==> config.mk <==
export PLATFORM = sky130hd
export DESIGN_NAME = adc_scan_ctrl
export DESIGN_NICKNAME = d
export VERILOG_FILES = /design/src/rtl/adc_scan_pkg.sv /design/src/rtl/adc_clk_div.sv /design/src/rtl/adc_eoc_sync.sv /design/src/rtl/adc_lane_pack.sv /design/src/rtl/adc_scan_fsm.sv /design/src/rtl/adc_scan_ctrl.sv
export SDC_FILE = /design/constraint.sdc
export NUM_CORES = 1
export LEC_CHECK = 0
export ABC_CLOCK_PERIOD_IN_PS = 6700
export CELL_PAD_IN_SITES_DETAIL_PLACEMENT = 0
export CELL_PAD_IN_SITES_GLOBAL_PLACEMENT = 1
export CORE_MARGIN = 1.5
export CORE_UTILIZATION = 40
export CTS_CLUSTER_DIAMETER = 30
export DETAILED_ROUTE_END_ITERATION = 8
export PLACE_DENSITY_LB_ADDON = 0.2
export SYNTH_ARGS = -nofsm -noshare
export SYNTH_HDL_FRONTEND = slang
export SYNTH_SLANG_ARGS = --single-unit
==> constraint.sdc <==
create_clock -name clk -period 6.7 [get_ports clk]
set_input_delay 1.34 -clock clk [delete_from_list [all_inputs] [get_ports clk]]
set_output_delay 1.34 -clock clk [all_outputs]
set_load 0.005 [all_outputs]
==> src/rtl/adc_scan_pkg.sv <==
`timescale 1ns/1ps
package adc_scan_pkg;

    typedef enum logic [3:0] {
        ST_IDLE    = 4'd0,
        ST_ADDR    = 4'd1,
        ST_LATCH   = 4'd2,
        ST_START   = 4'd3,
        ST_WAIT_LO = 4'd4,
        ST_WAIT_HI = 4'd5,
        ST_OE      = 4'd6,
        ST_CAPT    = 4'd7,
        ST_REL     = 4'd8,
        ST_HOLD    = 4'd9
    } scan_state_e;

endpackage

==> src/rtl/adc_clk_div.sv <==
`timescale 1ns/1ps
module adc_clk_div #(
    parameter int HALF = 83
) (
    input  logic clk,
    input  logic rst,
    output logic conv_clk,
    output logic rise_tick
);
    localparam int CW = (HALF > 1) ? $clog2(HALF) : 1;

    typedef struct packed {
        logic [CW-1:0] cnt;
        logic          lvl;
    } div_t;

    div_t div_d, div_q;

    always_comb begin
        div_d     = div_q;
        rise_tick = 1'b0;
        if (div_q.cnt == CW'(HALF - 1)) begin
            div_d.cnt = '0;
            div_d.lvl = ~div_q.lvl;
            rise_tick = ~div_q.lvl;
        end else begin
            div_d.cnt = div_q.cnt + CW'(1);
        end
    end

    always_ff @(posedge clk) begin
        if (rst) div_q <= '0;
        else     div_q <= div_d;
    end

    assign conv_clk = div_q.lvl;
endmodule

==> src/rtl/adc_eoc_sync.sv <==
`timescale 1ns/1ps
module adc_eoc_sync #(
    parameter int STAGES = 2
) (
    input  logic clk,
    input  logic rst,
    input  logic din,
    output logic dout
);
    logic [STAGES-1:0] sh_d, sh_q;

    generate
        if (STAGES == 1) begin : g_one
            always_comb sh_d = din;
        end else begin : g_many
            always_comb sh_d = {sh_q[STAGES-2:0], din};
        end
    endgenerate

    always_ff @(posedge clk) begin
        if (rst) sh_q <= '1;
        else     sh_q <= sh_d;
    end

    assign dout = sh_q[STAGES-1];
endmodule

==> src/rtl/adc_lane_pack.sv <==
`timescale 1ns/1ps
module adc_lane_pack #(
    parameter int LANES  = 8,
    parameter int LANE_W = 8,
    parameter int SEL_W  = 3
) (
    input  logic                    clk,
    input  logic                    rst,
    input  logic                    wr_en,
    input  logic [SEL_W-1:0]        wr_sel,
    input  logic [LANE_W-1:0]       wr_byte,
    output logic [LANES*LANE_W-1:0] word
);
    logic [LANES*LANE_W-1:0] word_d, word_q;

    always_comb begin
        word_d = word_q;
        for (int l = 0; l < LANES; l++) begin
            if (wr_en && (wr_sel == SEL_W'(l)))
                word_d[l*LANE_W +: LANE_W] = wr_byte;
        end
    end

    always_ff @(posedge clk) begin
        if (rst) word_q <= '0;
        else     word_q <= word_d;
    end

    assign word = word_q;
endmodule

==> src/rtl/adc_scan_fsm.sv <==
`timescale 1ns/1ps
module adc_scan_fsm
    import adc_scan_pkg::*;
#(
    parameter int CH_NUM = 8,
    parameter int CH_W   = 3,
    parameter int TO_W   = 16
) (
    input  logic            clk,
    input  logic            rst,
    input  logic            tick,
    input  logic            eoc_s,
    input  logic [TO_W-1:0] limit,
    input  logic            ready,
    output logic [CH_W-1:0] addr,
    output logic            ale,
    output logic            start,
    output logic            oe,
    output logic            cap_en,
    output logic            valid,
    output logic            err
);
    typedef struct packed {
        scan_state_e     st;
        logic [CH_W-1:0] ch;
        logic [TO_W-1:0] tmo;
        logic            err;
    } seq_t;

    seq_t seq_d, seq_q;
    logic [TO_W:0] tmo_nx;
    logic          expire;

    always_comb begin
        seq_d     = seq_q;
        seq_d.err = 1'b0;
        tmo_nx    = {1'b0, seq_q.tmo} + (TO_W + 1)'(1);
        expire    = tick && (tmo_nx >= {1'b0, limit});

        case (seq_q.st)
            ST_IDLE: begin
                seq_d.ch = '0;
                seq_d.st = ST_ADDR;
            end
            ST_ADDR:  seq_d.st = ST_LATCH;
            ST_LATCH: seq_d.st = ST_START;
            ST_START: begin
                seq_d.tmo = '0;
                seq_d.st  = ST_WAIT_LO;
            end
            ST_WAIT_LO, ST_WAIT_HI: begin
                if (tick && (seq_q.tmo != '1))
                    seq_d.tmo = tmo_nx[TO_W-1:0];
                if (seq_q.st == ST_WAIT_LO && !eoc_s) begin
                    seq_d.st = ST_WAIT_HI;
                end else if (seq_q.st == ST_WAIT_HI && eoc_s) begin
                    seq_d.st = ST_OE;
                end else if (expire) begin
                    seq_d.st  = ST_IDLE;
                    seq_d.err = 1'b1;
                end
            end
            ST_OE:   seq_d.st = ST_CAPT;
            ST_CAPT: seq_d.st = ST_REL;
            ST_REL: begin
                if (seq_q.ch == CH_W'(CH_NUM - 1)) begin
                    seq_d.st = ST_HOLD;
                end else begin
                    seq_d.ch = seq_q.ch + CH_W'(1);
                    seq_d.st = ST_ADDR;
                end
            end
            ST_HOLD: if (ready) seq_d.st = ST_IDLE;
            default: seq_d.st = ST_IDLE;
        endcase
    end

    always_ff @(posedge clk) begin
        if (rst) seq_q <= '0;
        else     seq_q <= seq_d;
    end

    assign addr   = seq_q.ch;
    assign ale    = (seq_q.st == ST_LATCH);
    assign start  = (seq_q.st == ST_START);
    assign oe     = (seq_q.st == ST_OE) || (seq_q.st == ST_CAPT);
    assign cap_en = (seq_q.st == ST_CAPT);
    assign valid  = (seq_q.st == ST_HOLD);
    assign err    = seq_q.err;
endmodule

==> src/rtl/adc_scan_ctrl.sv <==
`timescale 1ns/1ps
module adc_scan_ctrl #(
    parameter int SYS_CLK_HZ  = 100_000_000,
    parameter int CONV_CLK_HZ = 600_000,
    parameter int SAMPLE_W    = 8,
    parameter int CH_NUM      = 8,
    parameter int TO_W        = 16,
    parameter int SYNC_STAGES = 2
) (
    input  logic                         clk,
    input  logic                         rst,
    input  logic [TO_W-1:0]              timeout_limit,
    input  logic                         adc_eoc,
    input  logic [SAMPLE_W-1:0]          adc_data,
    input  logic                         blk_ready,
    output logic                         adc_clk,
    output logic [$clog2(CH_NUM)-1:0]    adc_addr,
    output logic                         adc_ale,
    output logic                         adc_start,
    output logic                         adc_oe,
    output logic [SAMPLE_W*CH_NUM-1:0]   blk_data,
    output logic                         blk_valid,
    output logic                         err_timeout
);
    localparam int CH_W  = $clog2(CH_NUM);
    localparam int BLK_W = SAMPLE_W * CH_NUM;
    localparam int HALF  = SYS_CLK_HZ / (2 * CONV_CLK_HZ);

    logic tick, eoc_s, cap_en;

    adc_clk_div #(.HALF(HALF)) i_div (
        .clk       (clk),
        .rst       (rst),
        .conv_clk  (adc_clk),
        .rise_tick (tick)
    );

    adc_eoc_sync #(.STAGES(SYNC_STAGES)) i_sync (
        .clk  (clk),
        .rst  (rst),
        .din  (adc_eoc),
        .dout (eoc_s)
    );

    adc_scan_fsm #(.CH_NUM(CH_NUM), .CH_W(CH_W), .TO_W(TO_W)) i_fsm (
        .clk    (clk),
        .rst    (rst),
        .tick   (tick),
        .eoc_s  (eoc_s),
        .limit  (timeout_limit),
        .ready  (blk_ready),
        .addr   (adc_addr),
        .ale    (adc_ale),
        .start  (adc_start),
        .oe     (adc_oe),
        .cap_en (cap_en),
        .valid  (blk_valid),
        .err    (err_timeout)
    );

    adc_lane_pack #(.LANES(CH_NUM), .LANE_W(SAMPLE_W), .SEL_W(CH_W)) i_pack (
        .clk     (clk),
        .rst     (rst),
        .wr_en   (cap_en),
        .wr_sel  (adc_addr),
        .wr_byte (adc_data),
        .word    (blk_data)
    );

    logic [BLK_W-1:0] unused_w;
    assign unused_w = blk_data;
endmodule

# Word-level counts from Yosys, hierarchy flattened
# Index checks and enable logic that the tools add are counted.
# word_totals
reg_bits,98
input_bits,28
word_cells,79
# classes
n_addsub,3
order_cmp,1
eq_ne,22
muxes,12
bitwise,2
n_reduce_logical,24
# ops
operator,n
$pmux 4 s9,1
$pmux 16 s2,1
$mux 4,5
$add 16x1->17 const B,1
$ge 17x16->1,1
$eq 4x3->1 const B,4
$mux 16,1
$ne 16x16->1 const B,1
$eq 3x3->1 const B,4
$logic_and 1x1->1,12
$eq 4x2->1 const B,2
$eq 4x4->1 const B,2
$add 7x1->7 const B,1
$eq 7x7->1 const B,1
$eq 3x2->1 const B,2
$pmux 3 s2,1
$reduce_and 2->1,3
$eq 4x1->1 const B,1
$logic_not 4->1,1
$ne 2x2->1 const B,2
$ne 4x1->1 const B,1
$reduce_bool 2->1,2
$reduce_or 2->1,2
$reduce_or 4->1,1
9 further kinds,11

# Logic depth before layout (Yosys ltp)
# logic_depth
depth_word,7
mapped_depth,12
mapped_depth_nobuf,11

# By module
# A second synthesis with hierarchy kept.
# hier_totals
hier_cells,514
area_unflattened_um2,4815.9
# by_module_without_submodules
module,instances,cells_per_inst,area_per_inst_um2,seq_area_each_um2
adc_lane_pack,1,235,2603.7,1281.2
adc_scan_fsm,1,238,1823.0,480.5
adc_clk_div,1,37,336.6,160.2
adc_eoc_sync,1,4,52.6,40.0

# Worst setup path after synthesis
# OpenSTA, ideal clock, no wires.
# synth_timing
kind,register to register
startpoint,register i_fsm.seq_q[1] (netlist name)
endpoint,register i_fsm.seq_q[20] (netlist name)
setup_ns,0.122
arrival_time_ns,2.803
t_required_ns,6.578
setup_slack_ns,3.776
path_stages_with_launch,13
synth_period_minus_slack_ns,2.924
cell_sequence,dfxtp_1 > ha_1 > nand3_1 > or2_1 > clkbuf_1 > o21a_1 > or2_1 > ha_1 > and3_1 > nand3_1 > nor4_1 > nor4_1 > o311a_1
# synth_via
elab_chain_cells,5
# synth_lines
element,line,source
start: declaration,adc_scan_fsm.sv:30,"seq_t seq_d, seq_q;"
start signal: assignment,adc_scan_fsm.sv:80,else seq_q <= seq_d;
$add 16x1->17,adc_scan_fsm.sv:37,"tmo_nx = {1'b0, seq_q.tmo} + (TO_W + 1)'(1);"
$ge 17x16->1,adc_scan_fsm.sv:38,"expire = tick && (tmo_nx >= {1'b0, limit});"
$logic_and 1x1->1,adc_scan_fsm.sv:38,
$ne 4x1->1 (no line),--,
$reduce_and 2->1 (no line),--,
# Every way passes these cells.
# A chain may end at the register's enable or synchronous reset.

# Worst setup path in the final report
# layout_timing
startpoint,register i_fsm.seq_q[23] (netlist name)
endpoint,output adc_start
# layout_via
elab_chain_cells,1
# layout_lines
element,line,source
$eq 4x2->1,adc_scan_fsm.sv:85,assign start = (seq_q.st == ST_START);
end: declaration,adc_scan_ctrl.sv:19,"output logic adc_start,"
# Every way passes these cells.

==> summary.md <==
| Metric | Value |
|---|---|
| Max-slew violations | `0` |
| Minimum clock period | `3453 ps` |
| Adder-cell share of the synthesized area | `6.805%` |
| Worst Path Max Fanout | `11` |
| # clock sinks | `98` |
| Nets@finish | `678` |
| Initial Utilization | `41.67%` |
| Top cells by count, synth | `98 x dfxtp_1, 67 x a21oi_1, 65 x nand2_1` |
| Worst-margin pin slew | `1236 ps` |
| Headroom to the max-slew limit | `17.13%` |
| Sequential fraction of the synthesis area | `42.68%` |
| Worst vdd ir | `0.0001242 V` |
| Cells on worst reg2reg path | `11` |
| Antenna Nets Post-Route | `0` |
| Static Leakage | `2.160 nW` |
| Post-route setup slack | `3247 ps` |
| GRT Total Usage | `20.10%` |
| # Max-Cap Violations | `0` |
| Setup tns final | `0 ps` |
| Cells after synthesis | `554` |
| Synth Register Bits | `98` |
| Core Box Area | `11030 µm²` |
| I/O pin total | `101` |
| Largest family of logic cells by synthesized area | `simple AND/OR/NAND/NOR gates` |
| Worst Setup SP | `i_fsm.seq_q[23]$_SDFFE_PP0P_` |
| Row count | `38` |
| Worst r2r src | `i_fsm.seq_q[1]$_SDFFE_PP0P_` |
| Worst path cell trace | `nand2b_1 > nor2_1 > nand2_1 > inv_1 > clkdlybuf4s50_1` |
| Cts hold-fix bufs | `0` |
| Post-synthesis cell type count | `49` |
| Fillers | `1066` |
| Total congestion overflow | `0` |
| Final-report setup violation count | `0` |
| Yosys warning count | `0` |
| Initial antenna violation count | `0` |
| R2R Setup Slk | `3250 ps` |
| TritonCTS clock tree | `done` |
| Fin. Hold Viols | `0` |
| Post-Synthesis Cell Area | `4597 µm²` |
| Slowest cell delay on critical path | `540 ps` |
| Cell taking the most area after synthesis | `dfxtp_1` |
| Largest net degree at the start of global routing | `57` |
| Main synth FF type | `dfxtp_1` |
| H-tree levels | `3` |
| Status | `completed` |
| Area delta synth->final | `28.14%` |
| Maximum clock insertion buffer count | `2` |
| Mux cell area share after synthesis | `5.716%` |
| Placer Congestion | `0.8023` |
| Clock Skew | `11.29 ps` |
| Die H | `110.2 µm` |
| Layout cells sized above 1 | `5.079%` |
| Post-CTS Setup Bufs | `0` |
| Clock-pin transition on the worst setup and hold timing paths | `70 ps` |
| Place WS | `3113 ps` |
| Max Clk Rate | `289.6 MHz` |
| Slowest-stage cell, CP | `dfxtp_1` |
| Root Buffer Master | `clkbuf_16` |
| DRT Wirelength | `11660 µm` |
| Hold Crit Class | `flip-flop to flip-flop` |
| Critical Path RT | `5360 ps` |
| Final period util | `51.54%` |
| Post-Syn Area per Cell | `8.298 µm²` |
| CTS resizes | `0` |
| Crit path DAT | `2110 ps` |
| DRT iter0 DRCs | `215` |
| Clock latency on the worst-skew pair | `350 ps` |
| Vias/cell | `5.200` |
| Crit path launch type | `flip-flop` |
| Compound-Gate Fraction of Synth Area | `11.43%` |
| WL per Instance | `15.14 µm` |
| Xor/xnor share of the synthesized area | `3.620%` |
| Die ar. | `12140 µm²` |
| Crit path capture | `adc_start` |
| Worst r2r dst | `i_fsm.seq_q[20]$_SDFFE_PP0P_` |
| CP Capture Type | `output port` |
| Worst hold path cell count | `1` |
| Vias in the first global route | `3793` |
| Residual DRC | `0` |
| Via count | `4004` |
| Pwr per Cell Area | `206.6 nW/µm²` |
| Num CTS Buffers | `9` |
| PortBufs | `100` |
| Post-synthesis simple-gate area fraction | `23.43%` |
| Hpwl dp | `8402 µm` |
| Synth top area share | `42.68%` |
| Post-synth EDFFs | `0` |
| Die W | `110.2 µm` |
| Unrepaired setup endpoints after global routing | `false` |
| Synth top area cells | `dfxtp_1 43%, a21oi_1 7.3%, ha_1 6.8%` |
| Syn Nets | `607` |
| Async S/R FF share, synth | `0%` |
| Ant. Diodes | `0` |
| Count leader, synth | `dfxtp_1` |
| First-pass DRT Iterations | `4` |
| Setup CP Type | `flip-flop to output port` |
| First-pass GRT wire length | `18810 µm` |
==> kinds of logic (layout without fill, tap and decap cells) <==
group / Yosys count / in the layout
simple gates: 226 / 226
flops: 98 / 98
compound gates: 92 / 92
buf+inv: 68 / 144
mux: 26 / 26
fa+ha+maj: 25 / 25
xor+xnor: 19 / 19
==> worst min-delay path by stage <==
stage,from,end,slack (ps)
floorplan,i_sync.sh_q[0]$_SDFF_PP1_,i_sync.sh_q[1]$_SDFF_PP1_,390
global placement,i_sync.sh_q[0]$_SDFF_PP1_,i_sync.sh_q[1]$_SDFF_PP1_,400
detailed placement,i_sync.sh_q[0]$_SDFF_PP1_,i_sync.sh_q[1]$_SDFF_PP1_,400
CTS,i_sync.sh_q[0]$_SDFF_PP1_,i_sync.sh_q[1]$_SDFF_PP1_,420
global route,i_sync.sh_q[0]$_SDFF_PP1_,i_sync.sh_q[1]$_SDFF_PP1_,450
finish,i_sync.sh_q[0]$_SDFF_PP1_,i_sync.sh_q[1]$_SDFF_PP1_,420
==> sequential cells by signal, indices dropped and copies added, names as in the netlist <==
| name | cells |
|---|---|
| i_pack.word | 64 |
| i_fsm.seq_q | 20 |
| i_fsm.err | 1 |
| i_sync.sh_q | 2 |
| i_div.conv_clk | 1 |
| i_fsm.addr | 3 |
| i_div.div_q | 7 |
==> metal layers <==
metal | up-vias | part of all wire, % | track usage (%)
met5 | - | 0 | 0
met3 | 15 | 7.0 | 4.292
met1 | 1846 | 47 | 28.24
li1 | 2030 | - | -
met2 | 113 | 45 | 30.30
met4 | 0 | 1.5 | 7.326
==> worst max-delay path: cells and delay by family (launching register included) <==
kind | cells | cell delay (ps)
simple gates | 3 | 650
buf+inv | 2 | 580
flops | 1 | 540
==> power breakdown <==
group	internal (W)	total, W	leakage, nW	switching, W
sequential	0.000590	0.000603	0.791	0.0000137
clock	0.000271	0.000511	0.147	0.000240
combinational	0.0000454	0.000102	1.22	0.0000570
total	0.000906	0.00122	2.16	0.000311
==> through the flow <==
stage	util (%)	hold WS, ps	total power [W]	instances	area [µm²]
final	53.40	419.4	0.001217	770	5891
after global routing	53.40	453.7	0.001266	770	5891
after CTS	53.40	420.3	0.001227	770	5891
after detailed placement	50.71	400.1	0.0007197	754	5594
after global placement	50.71	401.8	0.0007179	754	5594
after floorplan	-	389.5	0.0006802	554	4597
==> layout by cell type (no fill, tap or decap), types with 4 or more instances in the layout <==
master	netlist	layout
clkdlybuf4s50_1	0	99
dfxtp_1	98	98
and3_1	10	10
xor2_1	7	7
a31oi_1	4	4
nand3_1	59	59
nand2_1	65	65
clkbuf_16	0	9
a21oi_1	67	67
nand2b_1	6	6
nand4_1	5	5
xnor2_1	12	12
nor2_1	49	49
inv_1	24	24
nor3_1	7	7
ha_1	25	25
nand3b_1	4	4
mux2i_1	24	24
o21ai_0	4	4
==> area by class of cell <==
class / instances / area, µm² / area share, %
clock inverter: 6 / 57.56 / 0.9771
timing repair buffer: 103 / 1018 / 17.29
sequential: 98 / 1962 / 33.30
multi-input combinational: 388 / 2345 / 39.80
tap: 140 / 175.2 / 2.974
inverter: 25 / 93.84 / 1.593
clock buffer: 10 / 239.0 / 4.057
Power figures use the tool's default switching activity.
